## src/rtl/cfg_port_pkg.sv

```systemverilog
package cfg_port_pkg;
  localparam logic [7:0] KEY_OPEN   = 8'h87;
  localparam logic [7:0] KEY_CLOSE  = 8'hAA;
  localparam logic [7:0] IX_LDSEL   = 8'h07;
  localparam logic [7:0] IX_DEV_HI  = 8'h20;
  localparam logic [7:0] IX_DEV_LO  = 8'h21;
  localparam logic [7:0] IX_REV     = 8'h22;
  localparam logic [7:0] IX_VEN_HI  = 8'h23;
  localparam logic [7:0] IX_VEN_LO  = 8'h24;
  localparam logic [7:0] IX_PAGE    = 8'h30;
  localparam logic [7:0] IX_LD_EN   = 8'h30;
  localparam logic [7:0] IX_BASE_HI = 8'h60;
  localparam logic [7:0] IX_BASE_LO = 8'h61;
  localparam logic [15:0] VENDOR_CODE = 16'h1934;

  // Index values at or above the page start go to the logical device.
  function automatic logic in_page(input logic [7:0] ix);
    return ix >= IX_PAGE;
  endfunction

  // Page registers the port keeps itself.
  function automatic logic local_page_reg(input logic [7:0] ix);
    return (ix == IX_LD_EN) || (ix == IX_BASE_HI) || (ix == IX_BASE_LO);
  endfunction

  // Byte read from the global (below page) register space.
  function automatic logic [7:0] global_byte(input logic [7:0] ix,
                                             input logic [7:0] ldn,
                                             input logic [15:0] dev_id,
                                             input logic [7:0] dev_rev);
    case (ix)
      IX_LDSEL:  return ldn;
      IX_DEV_HI: return dev_id[15:8];
      IX_DEV_LO: return dev_id[7:0];
      IX_REV:    return dev_rev;
      IX_VEN_HI: return VENDOR_CODE[15:8];
      IX_VEN_LO: return VENDOR_CODE[7:0];
      default:   return 8'h00;
    endcase
  endfunction
endpackage

```

## src/rtl/cfg_unlock_seq.sv

```systemverilog
module cfg_unlock_seq
  import cfg_port_pkg::*;
(
  input  logic       clk,
  input  logic       rst_n,
  input  logic       idx_wr,
  input  logic [7:0] wdata,
  output logic       open_o,
  output logic       absorb_o,
  output logic       unlock_ev,
  output logic       lock_ev
);
  logic armed_q;
  logic open_q;

  always_comb begin
    unlock_ev = idx_wr && !open_q && armed_q && (wdata == KEY_OPEN);
    lock_ev   = idx_wr && open_q && (wdata == KEY_CLOSE);
    // While shut nothing reaches the index; the closing key is consumed too.
    absorb_o  = idx_wr && (!open_q || lock_ev);
    open_o    = open_q;
  end

  always_ff @(posedge clk or negedge rst_n) begin
    if (!rst_n) begin
      open_q  <= 1'b0;
      armed_q <= 1'b0;
    end else if (unlock_ev) begin
      open_q  <= 1'b1;
      armed_q <= 1'b0;
    end else if (lock_ev) begin
      open_q  <= 1'b0;
      armed_q <= 1'b0;
    end else if (idx_wr && !open_q) begin
      armed_q <= (wdata == KEY_OPEN);
    end
  end

  AST_OPEN_NEEDS_ARM: assert property (@(posedge clk) disable iff (!rst_n)
    $rose(open_q) |-> $past(armed_q));
  AST_ARM_ONLY_SHUT: assert property (@(posedge clk) disable iff (!rst_n)
    armed_q |-> !open_q);
  AST_CLOSE_TAKES: assert property (@(posedge clk) disable iff (!rst_n)
    lock_ev |=> !open_q);
endmodule

```

## src/rtl/cfg_global_id.sv

```systemverilog
module cfg_global_id
  import cfg_port_pkg::*;
#(
  parameter logic [15:0] DEV_ID  = 16'hA5C3,
  parameter logic [7:0]  DEV_REV = 8'h11
) (
  input  logic [7:0] ix,
  input  logic [7:0] ldn,
  output logic [7:0] rd_byte
);
  always_comb rd_byte = global_byte(ix, ldn, DEV_ID, DEV_REV);
endmodule

```

## src/rtl/cfg_ld_page.sv

```systemverilog
module cfg_ld_page
  import cfg_port_pkg::*;
#(
  parameter int NUM_LD = 8,
  localparam int SEL_W = (NUM_LD > 1) ? $clog2(NUM_LD) : 1
) (
  input  logic                 clk,
  input  logic                 rst_n,
  input  logic                 wr,
  input  logic [7:0]           ix,
  input  logic [7:0]           ldn,
  input  logic [7:0]           wdata,
  output logic [NUM_LD-1:0]    en_vec,
  output logic [16*NUM_LD-1:0] base_flat,
  output logic                 hit,
  output logic [7:0]           rd_byte
);
  logic in_range;
  logic [SEL_W-1:0] sel;

  always_comb begin
    in_range = int'(ldn) < NUM_LD;
    sel      = ldn[SEL_W-1:0];
    hit      = in_range && local_page_reg(ix);
  end

  for (genvar g = 0; g < NUM_LD; g++) begin : g_ld
    logic        en_q;
    logic [15:0] base_q;
    logic        mine;
    always_comb mine = wr && in_range && (int'(ldn) == g);
    always_ff @(posedge clk or negedge rst_n) begin
      if (!rst_n) begin
        en_q   <= 1'b0;
        base_q <= 16'h0000;
      end else if (mine) begin
        if (ix == IX_LD_EN)   en_q         <= wdata[0];
        if (ix == IX_BASE_HI) base_q[15:8] <= wdata;
        if (ix == IX_BASE_LO) base_q[7:0]  <= wdata;
      end
    end
    assign en_vec[g]            = en_q;
    assign base_flat[16*g +: 16] = base_q;
  end

  always_comb begin
    rd_byte = 8'h00;
    if (hit) begin
      case (ix)
        IX_LD_EN:   rd_byte = {7'b0, en_vec[sel]};
        IX_BASE_HI: rd_byte = base_flat[16*sel + 8 +: 8];
        default:    rd_byte = base_flat[16*sel +: 8];
      endcase
    end
  end

  AST_PAGE_HOLD: assert property (@(posedge clk) disable iff (!rst_n)
    !wr |=> ($stable(en_vec) && $stable(base_flat)));
endmodule

```

## src/rtl/cfg_port_bank.sv

```systemverilog
module cfg_port_bank
  import cfg_port_pkg::*;
#(
  parameter int              ADDR_W  = 16,
  parameter logic [ADDR_W-1:0] BASE  = 16'h002E,
  parameter int              NUM_LD  = 8,
  parameter logic [15:0]     DEV_ID  = 16'hA5C3,
  parameter logic [7:0]      DEV_REV = 8'h11
) (
  input  logic                 clk,
  input  logic                 rst_n,
  input  logic [ADDR_W-1:0]    io_addr,
  input  logic                 io_wr,
  input  logic                 io_rd,
  input  logic [7:0]           io_wdata,
  output logic [7:0]           io_rdata,
  output logic [7:0]           dev_sel,
  output logic [7:0]           dev_addr,
  output logic                 dev_wr,
  output logic                 dev_rd,
  output logic [7:0]           dev_wdata,
  input  logic [7:0]           dev_rdata,
  output logic [NUM_LD-1:0]    ld_enable,
  output logic [16*NUM_LD-1:0] ld_base
);
  localparam logic [ADDR_W-1:0] DATA_ADDR = BASE + ADDR_W'(1);

  // Named events for the assertions.
  logic at_idx, at_dat, rd_only;
  logic idx_wr, idx_rd, dat_wr, dat_rd;
  logic open, absorb, unlock_ev, lock_ev;
  logic page_sel, page_hit;
  logic [7:0] index_q, ldn_q, rdata_q;
  logic [7:0] page_byte, glob_byte, rd_next;

  always_comb begin
    at_idx  = io_addr == BASE;
    at_dat  = io_addr == DATA_ADDR;
    rd_only = io_rd && !io_wr;
    idx_wr  = io_wr && at_idx;
    idx_rd  = rd_only && at_idx;
    dat_wr  = io_wr && at_dat && open;
    dat_rd  = rd_only && at_dat && open;
    page_sel = in_page(index_q);
  end

  cfg_unlock_seq u_unlock (
    .clk       (clk),
    .rst_n     (rst_n),
    .idx_wr    (idx_wr),
    .wdata     (io_wdata),
    .open_o    (open),
    .absorb_o  (absorb),
    .unlock_ev (unlock_ev),
    .lock_ev   (lock_ev)
  );

  cfg_global_id #(.DEV_ID(DEV_ID), .DEV_REV(DEV_REV)) u_gid (
    .ix      (index_q),
    .ldn     (ldn_q),
    .rd_byte (glob_byte)
  );

  cfg_ld_page #(.NUM_LD(NUM_LD)) u_page (
    .clk       (clk),
    .rst_n     (rst_n),
    .wr        (dat_wr && page_sel),
    .ix        (index_q),
    .ldn       (ldn_q),
    .wdata     (io_wdata),
    .en_vec    (ld_enable),
    .base_flat (ld_base),
    .hit       (page_hit),
    .rd_byte   (page_byte)
  );

  always_ff @(posedge clk or negedge rst_n) begin
    if (!rst_n) begin
      index_q <= 8'h00;
      ldn_q   <= 8'h00;
    end else begin
      if (idx_wr && !absorb)                 index_q <= io_wdata;
      if (dat_wr && index_q == IX_LDSEL)     ldn_q   <= io_wdata;
    end
  end

  always_comb begin
    rd_next = 8'h00;
    if (open) begin
      if (at_idx)        rd_next = index_q;
      else if (!page_sel) rd_next = glob_byte;
      else if (page_hit)  rd_next = page_byte;
      else                rd_next = dev_rdata;
    end
  end

  always_ff @(posedge clk or negedge rst_n) begin
    if (!rst_n)                      rdata_q <= 8'h00;
    else if (rd_only && (at_idx || at_dat)) rdata_q <= rd_next;
  end

  always_comb begin
    io_rdata  = rdata_q;
    dev_sel   = ldn_q;
    dev_addr  = index_q;
    dev_wdata = io_wdata;
    dev_wr    = dat_wr && page_sel;
    dev_rd    = dat_rd && page_sel;
  end

  AST_SHUT_SILENT: assert property (@(posedge clk) disable iff (!rst_n)
    !open |-> (!dev_wr && !dev_rd));
  AST_STROBE_EXCL: assert property (@(posedge clk) disable iff (!rst_n)
    $onehot0({dev_wr, dev_rd}));
  AST_SEL_HOLD: assert property (@(posedge clk) disable iff (!rst_n)
    !(io_wr && at_dat) |=> $stable(dev_sel));
  AST_RDATA_HOLD: assert property (@(posedge clk) disable iff (!rst_n)
    !io_rd |=> $stable(io_rdata));
  AST_KEY_NOT_INDEX: assert property (@(posedge clk) disable iff (!rst_n)
    (idx_wr && absorb) |=> $stable(dev_addr));
  AST_OPEN_EVENTS: assert property (@(posedge clk) disable iff (!rst_n)
    unlock_ev |=> open);
endmodule

```

## config.mk

```make
export PLATFORM = sky130hd
export DESIGN_NAME = cfg_port_bank
export DESIGN_NICKNAME = d
export VERILOG_FILES = /design/src/rtl/cfg_port_pkg.sv /design/src/rtl/cfg_unlock_seq.sv /design/src/rtl/cfg_global_id.sv /design/src/rtl/cfg_ld_page.sv /design/src/rtl/cfg_port_bank.sv
export SDC_FILE = /design/constraint.sdc
export NUM_CORES = 1
export LEC_CHECK = 0
export ABC_AREA = 1
export ABC_CLOCK_PERIOD_IN_PS = 2550
export BUFFER_PORTS_ARGS = -buffer_cell sky130_fd_sc_hd__clkbuf_2
export CAP_MARGIN = 30
export CELL_PAD_IN_SITES_DETAIL_PLACEMENT = 0
export CELL_PAD_IN_SITES_GLOBAL_PLACEMENT = 1
export CORE_MARGIN = 8
export CORE_UTILIZATION = 39
export CTS_CLUSTER_DIAMETER = 100
export DETAILED_ROUTE_END_ITERATION = 10
export PLACE_DENSITY = 0.77
export SLEW_MARGIN = 10
export SYNTH_ARGS = -nofsm -noshare
export SYNTH_HDL_FRONTEND = slang
export SYNTH_SLANG_ARGS = --single-unit
```

## constraint.sdc

```tcl
create_clock -name clk -period 2.55 [get_ports clk]
set_input_delay 0.3825 -clock clk [delete_from_list [all_inputs] [get_ports clk]]
set_output_delay 0.3825 -clock clk [all_outputs]
set_load 0.005 [all_outputs]
```

==> results of run 1 <==
cell families (layout without fill, tap and decap cells):
| family | count (synthesis) | in the layout | synth area share, % |
|---|---|---|---|
| simple gates | 811 | 811 | 42.2 |
| flops | 162 | 162 | 45.4 |
| buf+inv | 154 | 350 | 8.35 |
| compound gates | 64 | 64 | 4.04 |
cell usage after synthesis (2+ instances only):
cell and n:
sky130_fd_sc_hd__inv_1 44, sky130_fd_sc_hd__buf_4 32, sky130_fd_sc_hd__dfrtp_1 162, sky130_fd_sc_hd__buf_2 38
sky130_fd_sc_hd__o22ai_1 8, sky130_fd_sc_hd__clkbuf_1 36, sky130_fd_sc_hd__a221oi_1 3, sky130_fd_sc_hd__nor4_1 7
sky130_fd_sc_hd__nor2_1 28, sky130_fd_sc_hd__nand3_1 143, sky130_fd_sc_hd__o21ai_0 37, sky130_fd_sc_hd__nand3_2 10
sky130_fd_sc_hd__o32ai_1 2, sky130_fd_sc_hd__nor3_1 21, sky130_fd_sc_hd__a21oi_1 10, sky130_fd_sc_hd__nand4_1 138
sky130_fd_sc_hd__or2_2 4, sky130_fd_sc_hd__o211ai_1 2, sky130_fd_sc_hd__clkinv_1 2, sky130_fd_sc_hd__nand2_1 453
sky130_fd_sc_hd__nand3_4 3
power breakdown:
| part | switching [uW] | total (uW) | leakage (uW) | internal, uW |
|---|---|---|---|---|
| combinational | 157 | 206 | 0.00331 | 48.7 |
| sequential | 0.0410 | 2570 | 0.00226 | 2570 |
| clock | 1180 | 2660 | 0.000290 | 1480 |
| total | 1340 | 5430 | 0.00586 | 4100 |
worst min-delay path, stage by stage:
cell and delay (ps):
sky130_fd_sc_hd__clkbuf_2 120, sky130_fd_sc_hd__inv_1 90, sky130_fd_sc_hd__o21ai_0 90
state kept, by name, indices dropped and copies added (netlist names):
signal / count
u_unlock.open_o: 1
u_page.g_ld.en_q: 8
u_unlock.armed_q: 1
dev_sel: 8
dev_addr: 8
io_rdata: 8
u_page.g_ld.base_q: 128
per-layer routing:
layer	up-vias	share of wire (%)	routed length (um)	global-route usage [%]
met3	49	8.7	3140	6.28
met2	502	45	16300	39.4
met1	4562	44	15900	35.6
li1	4416	-	-	-
met4	0	2.4	885	8.04
met5	-	0	0	0
path summary, 6_finish.rpt:
check,end,depth (start not counted),start,slack (ps)
setup reg to reg,io_rdata[4]$_DFFE_PN0P_,14,dev_addr[3]$_DFFE_PN0P_,230
hold / removal,dev_sel[0]$_DFFE_PN0P_,3,io_wdata[0],290
setup / recovery,io_rdata[4]$_DFFE_PN0P_,14,dev_addr[3]$_DFFE_PN0P_,230
min in group asynchronous,dev_addr[0]$_DFFE_PN0P_,2,rst_n,460
max in group asynchronous,u_page.g_ld[5].base_q[12]$_DFFE_PN0P_,3,rst_n,1310
hold reg to reg,io_rdata[7]$_DFFE_PN0P_,2,io_rdata[7]$_DFFE_PN0P_,480
final cells by class:
type	instances	area share, %
Clock inverter	14	1.53
Inverter	47	1.60
Sequential cell	162	36.8
Tap cell	285	3.24
Clock buffer	18	3.90
Timing Repair Buffer	271	14.9
Multi-Input combinational cell	875	38.0
timing repair:
| item | 4_1_cts | 5_1_grt |
|---|---|---|
| setup endpoints to repair | 0 | 0 |
| endpoints found under the hold margin | 46 | 0 |
| hold buffers | 1 | 0 |
metrics by stage:
stage	area [um^2]	util, %	setup WS (ps)
2_1_floorplan	8930	-	545
3_3_place_gp	10400	46.1	173
3_5_place_dp	10400	46.1	172
4_1_cts	11000	48.8	303
5_1_grt	11000	48.8	1.13
6_report	11000	48.8	231
==> key figures, run 1 <==
Outcome
  • Result of the run: complete, no violations

CTS
  • Max clock buf depth: 2
  • CTS clk-pin slew, worst paths: 70 ps
  • CTS-repair resized insts: 0
  • Clock tree from TritonCTS: done
  • TritonCTS Sinks: around 160
  • Buffers inserted during post-CTS setup optimization: 0
  • Depth of the CTS H-tree: 4
  • TritonCTS buffer count: 17
  • Clock latency at the later pin of the worst-skew pair: 440 ps
  • Root Buffer Master: sky130_fd_sc_hd__clkbuf_16

Setup path
  • Start-to-end type of the worst setup path: register to register
  • Crit path max-delay family: simple AND/OR/NAND/NOR gates
  • Largest incremental delay on the critical path: 410 ps
  • Crit path required time: 2920 ps
  • Endpoint class of the critical path: register
  • Most numerous cell on the critical path: sky130_fd_sc_hd__nand2_1
  • Worst path buffer plus inverter count: 2
  • Cell with the biggest individual delay on the critical path: sky130_fd_sc_hd__dfrtp_1
  • Data arrival, critical path: 2690 ps
  • Element type at the critical path start: register
  • Max FO, Critical Path: 22
  • Cells along the critical path: inv_1, nand2_1, nor2_4, buf_4, nand3_1, nand3_1, nand2_1, o21ai_0, nand3_1, nand2_1, nand2_1, nand2_1, nand2_1, nand2_1

Logic synthesis
  • YS warnings: 0
  • Post-Synthesis Cell Area: 8930 um^2
  • Yosys reg bits: between 150 and 200
  • Synth Net Count: roughly 1,200
  • Number of unique standard cell types used by synthesis: 29
  • Mean instance size in the synthesized netlist: 7.50 um^2
  • Area fraction of the dominant cell type after synthesis: 45.4%
  • Primary flip-flop cell chosen by synthesis mapping: sky130_fd_sc_hd__dfrtp_1
  • Ranking of synthesized cells by area: sky130_fd_sc_hd__dfrtp_1 (45%), sky130_fd_sc_hd__nand2_1 (19%), sky130_fd_sc_hd__nand4_1 (9.7%)
  • EDFF count, synth: 0
  • Number of standard cells after synthesis: 1,191
  • Fraction of synthesis flops using an asynchronous set or reset pin: 100%
  • Part of the Yosys area used for sequential elements: 45.4%
  • Post-synth top area cell: sky130_fd_sc_hd__dfrtp_1

Die
  • Total I/O pin count: ~210
  • Die outline width: 167 um
  • CORE AREA: 22,600 um^2
  • Vertical die dimension: between 150 and 200 um
  • Initial standard-cell utilization of the core: 39.6%
  • Count of standard-cell rows: 55
  • Die area: approximately 28,000 um^2

GRT
  • Number of antenna violations at the first check in global routing: 0
  • Pin count of the biggest net entering global routing: 65
  • Sum of overflow across all layers after global routing: 0
  • Global routing usage summed across all routing layers: 25.8%
  • Number of global-route vias before repair: 9,230
  • Global-route wire length before repair: 56,800 um

Routing
  • Ratio of routed vias to standard cells: between 5 and 6
  • Antenna Nets Post-Route: 0
  • Wire per inst: 21.6 um
  • DRT Wirelength: approximately 36,000 um
  • Residual DRC: 0
  • Total number of vias: 9,529
  • Number of iterations in the first detailed-routing pass: 6
  • Number of DRC violations after detailed-routing iteration 0: 973

STA
  • Worst-margin pin slew: 784 ps
  • Minimum clock period after layout: around 2300 ps
  • Achievable Freq: 0.431 GHz
  • Worst setup skew after layout: around 11 ps
  • Tightest hold margin: 290 ps
  • Count of final setup violators: 0
  • Final count of hold timing violations: 0
  • Worst slew margin: between 40% and 50%
  • Final worst path period share: 90.9%
  • Unrepaired setup endpoints after global routing: no
  • Max Transition Viols Final: 0
  • Setup TNS: 0 ps

Placement
  • Detailed-placement wirelength estimate: 26,000 um
  • Final Wtd Congestion: 0.947
  • Port Buffer Count: between 200 and 250
  • Dpl cells: 1,639

Pwr
  • Final Power: 5430 uW
  • Cell area power density: 493 nW/um^2
  • Highest ir drop seen on vdd: 0.000392 V
  • Leak pwr: 0.00586 uW

Job
  • Maximum Capacitance Violations: 0

Layout
  • Most common cell after layout, fill and taps aside: sky130_fd_sc_hd__nand2_1
  • Count of fill cells added during filler insertion: 2,244
  • Footprint of the multi-input gates: 4190 um^2
  • Most used cells in the layout excluding fill and tap cells: sky130_fd_sc_hd__nand2_1 (452), sky130_fd_sc_hd__clkbuf_2 (204), sky130_fd_sc_hd__dfrtp_1 (162), sky130_fd_sc_hd__nand3_1 (143), sky130_fd_sc_hd__nand4_1 (138)
  • Non-filler instance count after layout: 1,672
  • Layout overhead on the synthesized area: 23.4%
  • NumNets Final: 1,410
  • Number of antenna repair diodes: 0
  • Fraction of layout instances using a drive strength above 1: roughly a quarter
  • Area of all sequential standard cells: 4050 um^2

Min path
  • HP Class: input pin to register
No activity file was read; power rests on OpenSTA's default activity.
==> run 2: changes to the inputs <==
--- a/config.mk
+++ b/config.mk
@@ -11,11 +11,10 @@
 export CAP_MARGIN = 30
 export CELL_PAD_IN_SITES_DETAIL_PLACEMENT = 0
 export CELL_PAD_IN_SITES_GLOBAL_PLACEMENT = 1
-export CORE_MARGIN = 8
-export CORE_UTILIZATION = 39
+export CORE_UTILIZATION = 25
 export CTS_CLUSTER_DIAMETER = 100
 export DETAILED_ROUTE_END_ITERATION = 10
-export PLACE_DENSITY = 0.77
+export PLACE_DENSITY = 0.53
 export SLEW_MARGIN = 10
 export SYNTH_ARGS = -nofsm -noshare
 export SYNTH_HDL_FRONTEND = slang
==> key figures, run 2 (synthesis gave the netlist of run 1 again) <==
Routing
  • Residual DRC: 0
  • Antenna Nets Post-Route: 0
  • DRT Wirelength: 40,500 um
  • Number of DRC violations after detailed-routing iteration 0: between 600 and 700
  • Total number of vias: just over 9,000
  • Number of iterations in the first detailed-routing pass: 7
  • Ratio of routed vias to standard cells: 5.03
  • Wire per inst: 21.9 um

Layout
  • Design Area, Final: ~11,000 um^2
  • Number of antenna repair diodes: 0
  • Largest register by flop count: u_page.g_ld.base_q
  • Fraction of layout instances using a drive strength above 1: 24.4%
  • Flip-flop count of the largest register, all copies and words added: 128
  • Most common cell after layout, fill and taps aside: sky130_fd_sc_hd__nand2_1
  • NumNets Final: 1,415
  • Layout overhead on the synthesized area: 27.0%
  • Most used cells in the layout excluding fill and tap cells: sky130_fd_sc_hd__nand2_1 (452), sky130_fd_sc_hd__clkbuf_2 (204), sky130_fd_sc_hd__dfrtp_1 (162), sky130_fd_sc_hd__nand3_1 (143), sky130_fd_sc_hd__nand4_1 (138)

STA
  • Tightest hold margin: approximately 320 ps
  • Worst-margin pin slew: 725 ps
  • Final worst path period share: roughly nine tenths
  • Worst setup skew after layout: 7.94 ps
  • Count of final setup violators: 0
  • Minimum clock period after layout: ~2300 ps
  • Final count of hold timing violations: 0
  • Worst slew margin: 51.6%
  • Achievable Freq: 0.427 GHz
  • Max Transition Viols Final: 0

CTS
  • Root Buffer Master: sky130_fd_sc_hd__clkbuf_16
  • Max clock buf depth: 2
  • TritonCTS buffer count: 17
  • Depth of the CTS H-tree: 4
  • TritonCTS Sinks: 162
  • CTS clk-pin slew, worst paths: 70 ps
  • Clock latency at the later pin of the worst-skew pair: 440 ps
  • Clock tree from TritonCTS: done

Min path
  • HP Class: input pin to register
  • Worst hold path startpoint: io_wdata[3]

Job
  • Maximum Capacitance Violations: 0

Setup path
  • Element type at the critical path start: register
  • Max FO, Critical Path: 28
  • Start-to-end type of the worst setup path: register to register
  • Crit path required time: about 2900 ps
  • Worst path buffer plus inverter count: 3
  • Cells along the critical path: inv_1, nand2_1, nor2_4, buf_4, buf_12, nand3_1, nand3_1, nand2_1, o21ai_0, nand3_1, nand2_1, nand2_1, nand2_1, nand2_1, nand2_1
  • Start point of the critical path: dev_addr[3]$_DFFE_PN0P_
  • Most numerous cell on the critical path: sky130_fd_sc_hd__nand2_1
  • Data arrival, critical path: 2720 ps
  • Largest incremental delay on the critical path: roughly 380 ps
  • Crit path max-delay family: simple AND/OR/NAND/NOR gates
  • Endpoint class of the critical path: register
  • Reg-to-reg startpoint: dev_addr[3]$_DFFE_PN0P_
  • Cell with the biggest individual delay on the critical path: sky130_fd_sc_hd__dfrtp_1

Placement
  • Placed inst area: 10,700 um^2
  • Port Buffer Count: 205
  • Final Wtd Congestion: ~0.87
  • Detailed-placement wirelength estimate: roughly 29,000 um

Die
  • Total I/O pin count: approximately 200
  • Initial standard-cell utilization of the core: around 26%
  • Die outline width: 191 um
  • CORE AREA: 34,800 um^2
  • Vertical die dimension: ~190 um
  • Die area: 36,500 um^2
  • Count of standard-cell rows: 68

GRT
  • Sum of overflow across all layers after global routing: 0
  • Number of global-route vias before repair: 9,011
  • Global-route wire length before repair: 60,300 um
  • Pin count of the biggest net entering global routing: 47
  • Number of antenna violations at the first check in global routing: 0
  • Global routing usage summed across all routing layers: 22.5%

Pwr
  • Cell area power density: 489 nW/um^2
  • Highest ir drop seen on vdd: 0.000461 V
  • Leak pwr: around 0.0059 uW

Outcome
  • Result of the run: complete, no violations
==> run 2: cell count changes in the layout (fill, tap and decap cells not counted), sizes merged <==
cell | previous run | this run
buf | 66 | 71
clkinvlp | 1 | 3
bufinv | 2 | 3
clkbuf | 222 | 225
clkinv | 5 | 4
inv | 53 | 48
==> run 2: path summary, 6_finish.rpt <==
check                                                        end  slack (ps)  cells past startpoint
max                                      io_rdata[2]$_DFFE_PN0P_         210                     15
min                                      dev_addr[3]$_DFFE_PN0P_         320                      3
max reg2reg                              io_rdata[2]$_DFFE_PN0P_         210                     15
min reg2reg                              io_rdata[5]$_DFFE_PN0P_         480                      2
max in group asynchronous  u_page.g_ld[2].base_q[14]$_DFFE_PN0P_        1400                      3
min in group asynchronous            u_unlock.open_o$_DFFE_PN0P_         440                      2
==> run 2: layer usage <==
| layer | vias to the layer above | part of all wire, % | track usage, % |
|---|---|---|---|
| met3 | 29 | 4.9 | 3.23 |
| met4 | 0 | 1.7 | 5.97 |
| li1 | 4413 | - | - |
| met1 | 4564 | 48 | 32.5 |
| met2 | 293 | 46 | 34.6 |
| met5 | - | 0 | 0 |
==> run 2: cell type report <==
class / instances / area (um^2)
fillers: 3785 / 23500
multi-input cells: 875 / 4190
flip-flops and latches: 162 / 4050
repair buffers: 276 / 1740
well taps: 455 / 569
clock buffers: 21 / 460
inverters: 47 / 176
clock inverters: 11 / 153
==> run 2: metrics by stage <==
stage / util, % / setup TNS, ps / std cells / total power, uW / setup WS (ps)
5_1_grt: 32.6 / -1.03 / 1847 / 5720 / -1.03
3_5_place_dp: 30.8 / 0 / 1813 / 2840 / 110
2_1_floorplan: - / 0 / 1191 / 2680 / 545
3_3_place_gp: 30.8 / 0 / 1813 / 2840 / 102
6_report: 32.6 / 0 / 1847 / 5540 / 207
4_1_cts: 32.6 / 0 / 1846 / 5620 / 170
==> run 2: timing repair <==
item	in CTS	in global routing
resized for setup	0	1
setup endpoints to repair	0	8
endpoints found under the hold margin	33	0
hold buffers	1	0
setup buffers	0	1
==> run 2: power breakdown <==
part           total [uW]  switching [uW]  internal (uW)
Combinational         220             168           52.0
Sequential           2570          0.0347           2570
Clock                2750            1150           1600
Total                5540            1320           4220
==> run 2: worst reg2reg max path, cell delays in order, from the launching register on <==
cell	delay [ps]
sky130_fd_sc_hd__dfrtp_1	380
sky130_fd_sc_hd__inv_1	140
sky130_fd_sc_hd__nand2_1	150
sky130_fd_sc_hd__nor2_4	180
sky130_fd_sc_hd__buf_4	150
sky130_fd_sc_hd__buf_12	180
sky130_fd_sc_hd__nand3_1	100
sky130_fd_sc_hd__nand3_1	120
sky130_fd_sc_hd__nand2_1	100
sky130_fd_sc_hd__o21ai_0	270
sky130_fd_sc_hd__nand3_1	160
sky130_fd_sc_hd__nand2_1	90
sky130_fd_sc_hd__nand2_1	80
sky130_fd_sc_hd__nand2_1	70
sky130_fd_sc_hd__nand2_1	60
sky130_fd_sc_hd__nand2_1	50
